===== src/rtl/mtp_pkg.sv =====
package mtp_pkg;

   localparam logic [2:0] MT_UC = 3'd0;
   localparam logic [2:0] MT_WC = 3'd1;
   localparam logic [2:0] MT_WT = 3'd2;
   localparam logic [2:0] MT_WP = 3'd3;
   localparam logic [2:0] MT_WB = 3'd4;

   typedef enum logic [2:0] {
      COP_READ   = 3'd0,
      COP_EVICT  = 3'd1,
      COP_WRTHRU = 3'd2,
      COP_WRBACK = 3'd3,
      COP_ALLOC  = 3'd4,
      COP_ALLOCW = 3'd5
   } cop_e;

   typedef enum logic [2:0] {
      ACT_DONE,
      ACT_FILL,
      ACT_BUSRD,
      ACT_BUSWR,
      ACT_WC
   } act_e;

   typedef enum logic [3:0] {
      S_IDLE, S_CLOOK, S_CWAIT, S_HOLD, S_BUS, S_BWAIT, S_ALLOC, S_WC, S_RESP
   } st_e;

   function automatic logic is_cacheable(input logic [2:0] t);
      return (t == MT_WT) || (t == MT_WP) || (t == MT_WB);
   endfunction

endpackage


===== src/rtl/mtp_policy.sv =====
module mtp_policy
   import mtp_pkg::*;
(
   input  logic       is_store,
   input  logic [2:0] mtype,
   input  logic       spec,
   input  logic       hit,
   output cop_e       look_op,
   output act_e       act,
   output logic       hold_req,
   output logic       cacheable
);

   logic is_wc;

   always_comb begin
      cacheable = is_cacheable(mtype);
      is_wc     = (mtype == MT_WC);
      hold_req  = !is_store && spec && !cacheable && !is_wc;

      if (!is_store)
         look_op = cacheable ? COP_READ : COP_EVICT;
      else if (mtype == MT_WB)
         look_op = COP_WRBACK;
      else if (mtype == MT_WT)
         look_op = COP_WRTHRU;
      else
         look_op = COP_EVICT;

      if (!is_store)
         act = !cacheable ? ACT_BUSRD : (hit ? ACT_DONE : ACT_FILL);
      else if (mtype == MT_WB)
         act = hit ? ACT_DONE : ACT_FILL;
      else if (is_wc)
         act = ACT_WC;
      else
         act = ACT_BUSWR;
   end

endmodule


===== src/rtl/mtp_seq.sv =====
module mtp_seq
   import mtp_pkg::*;
#(
   parameter int AW        = 32,
   parameter int DW        = 64,
   parameter int LINE_LOG2 = 6,
   parameter int SIZE_W    = 3
) (
   input  logic              clk,
   input  logic              rst_n,
   input  logic              req_valid,
   output logic              req_ready,
   input  logic              req_store,
   input  logic [AW-1:0]     req_addr,
   input  logic [SIZE_W-1:0] req_size,
   input  logic [DW-1:0]     req_wdata,
   input  logic [2:0]        req_mtype,
   input  logic              req_spec,
   input  logic              spec_resolve,
   output logic              lat_store,
   output logic [2:0]        lat_mtype,
   output logic              lat_spec,
   input  cop_e              look_op,
   input  act_e              act,
   input  logic              hold_req,
   input  logic              cacheable,
   output logic              cl_req,
   output logic [2:0]        cl_op,
   output logic [AW-1:0]     cl_addr,
   output logic [SIZE_W-1:0] cl_size,
   output logic [DW-1:0]     cl_wdata,
   input  logic              cl_rsp,
   input  logic [DW-1:0]     cl_rdata,
   output logic              bus_req,
   output logic              bus_we,
   output logic [AW-1:0]     bus_addr,
   output logic [SIZE_W-1:0] bus_size,
   output logic [DW-1:0]     bus_wdata,
   input  logic              bus_done,
   input  logic [DW-1:0]     bus_rdata,
   output logic              wc_valid,
   output logic [AW-1:0]     wc_addr,
   output logic [SIZE_W-1:0] wc_size,
   output logic [DW-1:0]     wc_data,
   input  logic              wc_ready,
   output logic              rsp_valid,
   output logic [DW-1:0]     rsp_rdata
);

   localparam logic [SIZE_W-1:0] LINE_SZ = SIZE_W'(LINE_LOG2);

   st_e               st, st_nx;
   act_e              act_q;
   logic              released;
   logic              parked;
   logic [AW-1:0]     addr_q;
   logic [SIZE_W-1:0] size_q;
   logic [DW-1:0]     wdata_q;
   logic [DW-1:0]     data_q;

   assign parked = hold_req && !released;

   always_comb begin
      st_nx = st;
      case (st)
         S_IDLE:  if (req_valid) st_nx = S_CLOOK;
         S_CLOOK: st_nx = parked ? S_HOLD : S_CWAIT;
         S_HOLD:  if (spec_resolve) st_nx = S_CLOOK;
         S_CWAIT:
            if (cl_rsp) begin
               case (act)
                  ACT_DONE: st_nx = S_RESP;
                  ACT_WC:   st_nx = S_WC;
                  default:  st_nx = S_BUS;
               endcase
            end
         S_BUS:   st_nx = S_BWAIT;
         S_BWAIT: if (bus_done) st_nx = (act_q == ACT_FILL) ? S_ALLOC : S_RESP;
         S_ALLOC: st_nx = S_RESP;
         S_WC:    if (wc_ready) st_nx = S_RESP;
         S_RESP:  st_nx = S_IDLE;
         default: st_nx = S_IDLE;
      endcase
   end

   always_ff @(posedge clk or negedge rst_n) begin
      if (!rst_n) begin
         st        <= S_IDLE;
         act_q     <= ACT_DONE;
         released  <= 1'b0;
         lat_store <= 1'b0;
         lat_mtype <= MT_UC;
         lat_spec  <= 1'b0;
         addr_q    <= '0;
         size_q    <= '0;
         wdata_q   <= '0;
         data_q    <= '0;
      end else begin
         st <= st_nx;
         if (st == S_IDLE && req_valid) begin
            lat_store <= req_store;
            lat_mtype <= req_mtype;
            lat_spec  <= req_spec;
            addr_q    <= req_addr;
            size_q    <= req_size;
            wdata_q   <= req_wdata;
            released  <= 1'b0;
         end
         if (st == S_HOLD && spec_resolve) released <= 1'b1;
         if (st == S_CWAIT && cl_rsp) begin
            act_q  <= act;
            data_q <= cl_rdata;
         end
         if (st == S_BWAIT && bus_done && !lat_store) data_q <= bus_rdata;
      end
   end

   assign req_ready = (st == S_IDLE);
   assign cl_req    = ((st == S_CLOOK) && !parked) || (st == S_ALLOC);
   assign cl_op     = (st == S_ALLOC) ? (lat_store ? COP_ALLOCW : COP_ALLOC) : look_op;
   assign cl_addr   = addr_q;
   assign cl_size   = size_q;
   assign cl_wdata  = wdata_q;
   assign bus_req   = (st == S_BUS);
   assign bus_we    = (act_q == ACT_BUSWR);
   assign bus_addr  = addr_q;
   assign bus_size  = (act_q == ACT_FILL) ? LINE_SZ : size_q;
   assign bus_wdata = wdata_q;
   assign wc_valid  = (st == S_WC);
   assign wc_addr   = addr_q;
   assign wc_size   = size_q;
   assign wc_data   = wdata_q;
   assign rsp_valid = (st == S_RESP);
   assign rsp_rdata = data_q;

   assert_ready_drop_R11: assert property (@(posedge clk) disable iff (!rst_n)
      req_valid && req_ready |=> !req_ready)
      else $error("ready stayed high after acceptance");

   assert_strobe_excl_R11: assert property (@(posedge clk) disable iff (!rst_n)
      $onehot0({cl_req, bus_req, wc_valid, rsp_valid}))
      else $error("overlapping strobes");

   assert_hold_quiet_R7: assert property (@(posedge clk) disable iff (!rst_n)
      (st == S_HOLD) |-> !cl_req && !bus_req && !wc_valid)
      else $error("activity while parked");

   assert_alloc_cacheable_R3: assert property (@(posedge clk) disable iff (!rst_n)
      cl_req && (cl_op == COP_ALLOC || cl_op == COP_ALLOCW) |-> cacheable)
      else $error("install for uncacheable type");

   assert_uc_exact_size_R4: assert property (@(posedge clk) disable iff (!rst_n)
      bus_req && !cacheable |-> bus_size == size_q)
      else $error("uncacheable bus access not sized to request");

   assert_wc_hold_R9: assert property (@(posedge clk) disable iff (!rst_n)
      wc_valid && !wc_ready |=> wc_valid && $stable(wc_data) && $stable(wc_addr))
      else $error("write-combining offer dropped or changed");

endmodule


===== src/rtl/mtype_policy_ctrl.sv =====
module mtype_policy_ctrl
   import mtp_pkg::*;
#(
   parameter int ADDR_W     = 32,
   parameter int DATA_W     = 64,
   parameter int LINE_BYTES = 64
) (
   input  logic              clk,
   input  logic              rst_n,
   input  logic              req_valid,
   output logic              req_ready,
   input  logic              req_store,
   input  logic [ADDR_W-1:0] req_addr,
   input  logic [2:0]        req_size,
   input  logic [DATA_W-1:0] req_wdata,
   input  logic [2:0]        req_mtype,
   input  logic              req_spec,
   input  logic              spec_resolve,
   output logic              cl_req,
   output logic [2:0]        cl_op,
   output logic [ADDR_W-1:0] cl_addr,
   output logic [2:0]        cl_size,
   output logic [DATA_W-1:0] cl_wdata,
   input  logic              cl_rsp,
   input  logic              cl_hit,
   input  logic [DATA_W-1:0] cl_rdata,
   output logic              bus_req,
   output logic              bus_we,
   output logic [ADDR_W-1:0] bus_addr,
   output logic [2:0]        bus_size,
   output logic [DATA_W-1:0] bus_wdata,
   input  logic              bus_done,
   input  logic [DATA_W-1:0] bus_rdata,
   output logic              wc_valid,
   output logic [ADDR_W-1:0] wc_addr,
   output logic [2:0]        wc_size,
   output logic [DATA_W-1:0] wc_data,
   input  logic              wc_ready,
   output logic              rsp_valid,
   output logic [DATA_W-1:0] rsp_rdata
);

   localparam int LINE_LOG2 = $clog2(LINE_BYTES);
   localparam int SIZE_W    = 3;

   initial begin
      assert (LINE_BYTES == (1 << LINE_LOG2))
         else $error("LINE_BYTES must be a power of two");
      assert (LINE_BYTES >= DATA_W / 8 && LINE_LOG2 < (1 << SIZE_W))
         else $error("line size out of range");
      assert (DATA_W >= 8 && DATA_W == (8 << $clog2(DATA_W / 8)))
         else $error("DATA_W must be a power-of-two byte count");
   end

   logic       lat_store, lat_spec, hold_req, cacheable;
   logic [2:0] lat_mtype;
   cop_e       look_op;
   act_e       act;

   mtp_policy u_policy (
      .is_store  (lat_store),
      .mtype     (lat_mtype),
      .spec      (lat_spec),
      .hit       (cl_hit),
      .look_op   (look_op),
      .act       (act),
      .hold_req  (hold_req),
      .cacheable (cacheable)
   );

   mtp_seq #(
      .AW(ADDR_W), .DW(DATA_W), .LINE_LOG2(LINE_LOG2), .SIZE_W(SIZE_W)
   ) u_seq (
      .clk(clk), .rst_n(rst_n),
      .req_valid(req_valid), .req_ready(req_ready), .req_store(req_store),
      .req_addr(req_addr), .req_size(req_size), .req_wdata(req_wdata),
      .req_mtype(req_mtype), .req_spec(req_spec), .spec_resolve(spec_resolve),
      .lat_store(lat_store), .lat_mtype(lat_mtype), .lat_spec(lat_spec),
      .look_op(look_op), .act(act), .hold_req(hold_req), .cacheable(cacheable),
      .cl_req(cl_req), .cl_op(cl_op), .cl_addr(cl_addr), .cl_size(cl_size),
      .cl_wdata(cl_wdata), .cl_rsp(cl_rsp), .cl_rdata(cl_rdata),
      .bus_req(bus_req), .bus_we(bus_we), .bus_addr(bus_addr), .bus_size(bus_size),
      .bus_wdata(bus_wdata), .bus_done(bus_done), .bus_rdata(bus_rdata),
      .wc_valid(wc_valid), .wc_addr(wc_addr), .wc_size(wc_size), .wc_data(wc_data),
      .wc_ready(wc_ready),
      .rsp_valid(rsp_valid), .rsp_rdata(rsp_rdata)
   );

endmodule


===== config.mk =====
export PLATFORM = sky130hd
export DESIGN_NAME = mtype_policy_ctrl
export DESIGN_NICKNAME = d
export VERILOG_FILES = /design/src/rtl/mtp_pkg.sv /design/src/rtl/mtp_policy.sv /design/src/rtl/mtp_seq.sv /design/src/rtl/mtype_policy_ctrl.sv
export SDC_FILE = /design/constraint.sdc
export NUM_CORES = 1
export LEC_CHECK = 0
export CAP_MARGIN = 40
export CORE_AREA = 3 3 237 239
export CTS_CLUSTER_DIAMETER = 80
export CTS_CLUSTER_SIZE = 12
export DETAILED_ROUTE_END_ITERATION = 8
export DIE_AREA = 0 0 240 242
export DONT_BUFFER_PORTS = 1
export PLACE_DENSITY = 0.3
export SETUP_SLACK_MARGIN = 0.3
export SYNTH_ARGS = -nofsm -noshare
export SYNTH_HDL_FRONTEND = slang
export SYNTH_SLANG_ARGS = --single-unit

===== constraint.sdc =====
create_clock -name clk -period 4.8 [get_ports clk]
set_clock_uncertainty 0.2 [all_clocks]
set_input_delay 1.2 -clock clk [delete_from_list [all_inputs] [get_ports clk]]
set_output_delay 1.2 -clock clk [all_outputs]
set_load 0.05 [all_outputs]

==> After elaboration in Yosys (flattened, before gate mapping) <==
Index checks and enable logic that the tools add are counted.
{ "classes": {"eq_ne": 20, "n_reduce_logical": 23, "n_mux": 25} }
{ "ops": {"columns": ["cell", "n"], "rows": [
  ["64-bit 2-to-1 mux", 2],
  ["4-bit one-hot mux with 8 select lines", 1],
  ["3-bit 2-to-1 mux", 8],
  ["4-bit 2-to-1 mux", 6],
  ["4-bit by 3-bit equality test with 1-bit output (second input constant)", 4],
  ["1-bit logical AND", 10],
  ["3-bit by 2-bit equality test with 1-bit output (second input constant)", 3],
  ["4-bit by 2-bit equality test with 1-bit output (second input constant)", 2],
  ["2-bit != test (second input constant)", 4],
  ["4-bit one-hot mux with 2 select lines", 1],
  ["3-bit by 1-bit equality test with 1-bit output (second input constant)", 2],
  ["3-bit equality test (second input constant)", 2],
  ["1-bit 2-to-1 mux", 6],
  ["1-bit zero test", 5],
  ["5-bit AND reduction", 1],
  ["4-bit by 1-bit equality test with 1-bit output (second input constant)", 1],
  ["4-bit equality test (second input constant)", 1],
  ["4-bit zero test", 1],
  ["2-bit nonzero test", 2],
  ["3-bit zero test", 1],
  ["1-bit logical OR", 3],
  ["2-bit 2-to-1 mux", 1],
  ["2-bit by 1-bit != test with 1-bit output (second input constant)", 1]
]} }
{ "word_totals": {"reg_bits": 176, "output_inout_bits": 370} }

==> Depth between registers and ports, before layout <==
{ "logic_depth": {"word_depth": 10, "mapped_depth": 8, "depth_no_buf": 4} }

==> Modules after synthesis <==
Synthesis repeated with hierarchy kept, for this count alone.
{ "unflattened": {"cells_unflattened": 790, "hier_area_um2": 9362.7} }
{ "by_module_without_submodules": {"columns": ["mod", "seq_area_each_um2", "instances", "area_each_um2", "cells_each"], "rows": [
  ["mtp_seq", 4404.2, 1, 9206.3, 766],
  ["mtp_policy", 0.0, 1, 156.4, 24]
]} }

==> Worst setup path after synthesis <==
Ideal clock, no wire load.
{ "synth_timing": {"path_type": "reg2out", "startpoint": "register u_seq.st[1]", "endpoint": "output cl_op[1]", "stages_incl_launch_ff": 4, "slack_ps": 1353, "arrival_time_ps": 2047, "cell_sequence": "dfrtp_1 -> buf_2 -> and4bb_2 -> nor3_1"} }
{ "synth_between": {"elab_chain_cells": 2} }
{ "synth_lines": {"columns": ["element", "line_no", "source"], "rows": [
  ["from (decl)", "mtp_seq.sv:52", "st_e st, st_nx;"],
  ["from (signal assigned)", "mtp_seq.sv:99", "st <= st_nx;"],
  ["4-bit by 3-bit equality test with 1-bit output", "mtp_seq.sv:120", "assign cl_op = (st == S_ALLOC) ? (lat_store ? COP_ALLOCW : COP_ALLOC) : look_op;"],
  ["3-bit 2-to-1 mux", "mtp_seq.sv:120", null],
  ["to (decl)", "mtype_policy_ctrl.sv:20", "output logic [2:0] cl_op,"]
]} }
No other way between the ends.

==> Worst setup path in the final report <==
{ "layout_timing": {"startpoint": "register u_seq.st[2]", "endpoint": "output cl_op[0]"} }
The elaborated chain is that of the path after synthesis.

==> metrics.txt <==
CORE AREA 54030 um2; via count between 5000 and 6000; Post-Synth Adder-Cell Area 0; pin count of the biggest net entering global routing ~180; Synth Net Count ~1000; synthesized flop and latch total ~180; CTS tree done; Post-synth EDFFs 0; clock latency on the worst-skew pair around 0.47 ns; Synth Area per Inst roughly 12 um2; post-route setup slack about 1.1 ns; Synth Area in Simple Gates 0.03445; DRT iter0 DRCs between 200 and 300; Yosys warning count 0; io pins 610; first-pass GRT wire length 36050 um; relative slew slack 0.4659; die area between 50000 and 60000 um2; prevailing post-synth register cell dfrtp_1; async set-or-reset flop fraction in the synthesized netlist 1.000; Longest Clk Path Bufs 2; drt first pass iters 4; CTS Hold Bufs 0; critical path type reg2out; clock-pin slew on the worst setup and hold paths about 0.07 ns; share of cells above drive strength 1 0.3813; setup slack, reg-to-reg approximately 2.1 ns; gr usage total 0.08605; GP Congestion ~0.72; DRC 0; main combinational cell family by area after synthesis buffers and inverters; area fraction in compound gates after synthesis 0.1050; nets 922; dpl hpwl roughly 19000 um; fin crit share 0.7636; RSZ-0062 raised after global routing false; Vias/cell 3.634; CTS sink count between 150 and 200; Max-Cap Viols 0; Period minus WS final around 3.7 ns; Initial Util 0.1694; Distinct cells, synth between 40 and 50; cts bufs inserted 17; setup TNS 0 ns; grt ovf 0; Min Hold Slack 0.2104 ns; endpoints failing hold 0; Max H-tree Level 4; vias in the first global route approximately 5100; postcts setup bufs 0; wire per inst 18.34 um; standard-cell rows 85; final setup vio count 0; post-synthesis cell area around 9000 um2; Slew @ Worst Pin ~0.8 ns; Hold Path Class in2async; final wirelength 25550 um; clock root cell clkbuf_16; post-route ant nets 0; CP max FO 11; pre-CTS setup slack 1.587 ns; Peak Freq between 200 and 300 MHz; # resized after CTS 0; Buffers on Ports 0; Max Slew Vio Count 0; Startpoint Class flip-flop; outcome completed; Area Growth Syn to Fin 6.958%; die height ~240 um; initial antenna violation count 2; Synth Instances 788; Crit path required time about 3.4 ns; sequential share of the synthesized area 0.4812; proportion of synthesized area in mux cells 0.1604; Crit. End Element output port; CP Data Arrival Time between 2 and 2.5 ns; xor and xnor area share after synthesis 0; Die W between 200 and 250 um
## worst paths after layout
kind,endpoint,depth (start not counted),start
setup / recovery,cl_op[0],4,u_seq.st[2]
hold / removal,u_seq.bus_wdata[55],0,rst_n
setup reg to reg,u_seq.bus_wdata[20],5,u_seq.st[0]
hold reg to reg,u_seq.bus_wdata[43],1,u_seq.bus_wdata[43]
max in group asynchronous,u_seq.bus_addr[31],0,rst_n
min in group clk,u_seq.bus_wdata[43],1,u_seq.bus_wdata[43]
## layout by cell type (no fill, tap or decap), types with 2 or more instances in the layout
cell type and count:
dfrtp_1 176, buf_4 107, inv_1 66, a22oi_1 65
o21ai_1 61, mux2_4 61, mux2_2 47, clkbuf_16 17
nor2_1 11, o21ai_0 8, a21oi_1 8, inv_6 6
nand2_1 4, nor2b_1 4, nand2b_1 4, nor3b_2 3
clkinv_4 3, buf_16 3, diode_2 2, and2_1 2
nand3b_1 2, nor3b_1 2, a21o_1 2, mux2_1 2
clkbuf_8 2
## final cells by class
type | instances | area (um2)
Inverter | 66 | 247.7
Timing Repair Buffer | 111 | 905.9
Tap cell | 696 | 870.8
Clock buffer | 20 | 456.7
Sequential cell | 176 | 4404
Antenna cell | 2 | 5.005
Multi-Input combinational cell | 310 | 2778
Fill cell | 5946 | 44240
Clock inverter | 12 | 121.4
## metal layers
metal,share of wire,vias to the layer above,GRT usage
li1,-,2245,-
met1,0.38,2464,0.09392
met2,0.50,319,0.1449
met3,0.090,32,0.03734
met4,0.021,2,0.03695
met5,0.00051,-,0
## registers in the layout, indices dropped and copies added, names as in the netlist
name / count
u_seq.lat_mtype: 3
u_seq.lat_spec: 1
u_seq.bus_addr: 32
u_seq.lat_store: 1
u_seq.st: 4
u_seq.cl_size: 3
u_seq.released: 1
u_seq.act_q: 3
u_seq.bus_wdata: 64
u_seq.rsp_rdata: 64
## cells by family (layout without fill, tap and decap cells)
family / Yosys count / in the layout
other: 0 / 2
muxes: 110 / 110
DFF: 176 / 176
and+or+nand+nor: 47 / 47
buffers and inverters: 302 / 209
AOI/OAI and AO/OA: 153 / 153
## cell usage after synthesis, types with 5 or more instances
| master | instances | area [um2] |
|---|---|---|
| clkbuf_1 | 5 | 18.77 |
| nor2_1 | 11 | 41.29 |
| o21ai_0 | 8 | 40.04 |
| inv_1 | 66 | 247.7 |
| dfrtp_1 | 176 | 4404 |
| a22oi_1 | 65 | 488.0 |
| buf_2 | 18 | 90.09 |
| o21ai_1 | 61 | 305.3 |
| buf_4 | 200 | 1501 |
| mux2_4 | 61 | 915.9 |
| mux2_2 | 47 | 529.3 |
| a21oi_1 | 8 | 40.04 |
| buf_6 | 13 | 146.4 |
## critical path: stages (launching register included)
cell and delay (ns):
dfrtp_1 0.62, and4bb_2 0.58, o21ai_0 0.13, a21oi_1 0.22, buf_4 0.24
## through the flow
stage	cells	util	area, um2
floorplan	788	-	9153
global placement	1354	0.1686	9109
detailed placement	1359	0.1704	9206
CTS	1391	0.1811	9784
global route	1392	0.1811	9787
finish	1393	0.1812	9789
Power is not shown: default switching activity piles up to over one toggle a cycle in this logic, so the estimate is an artifact.
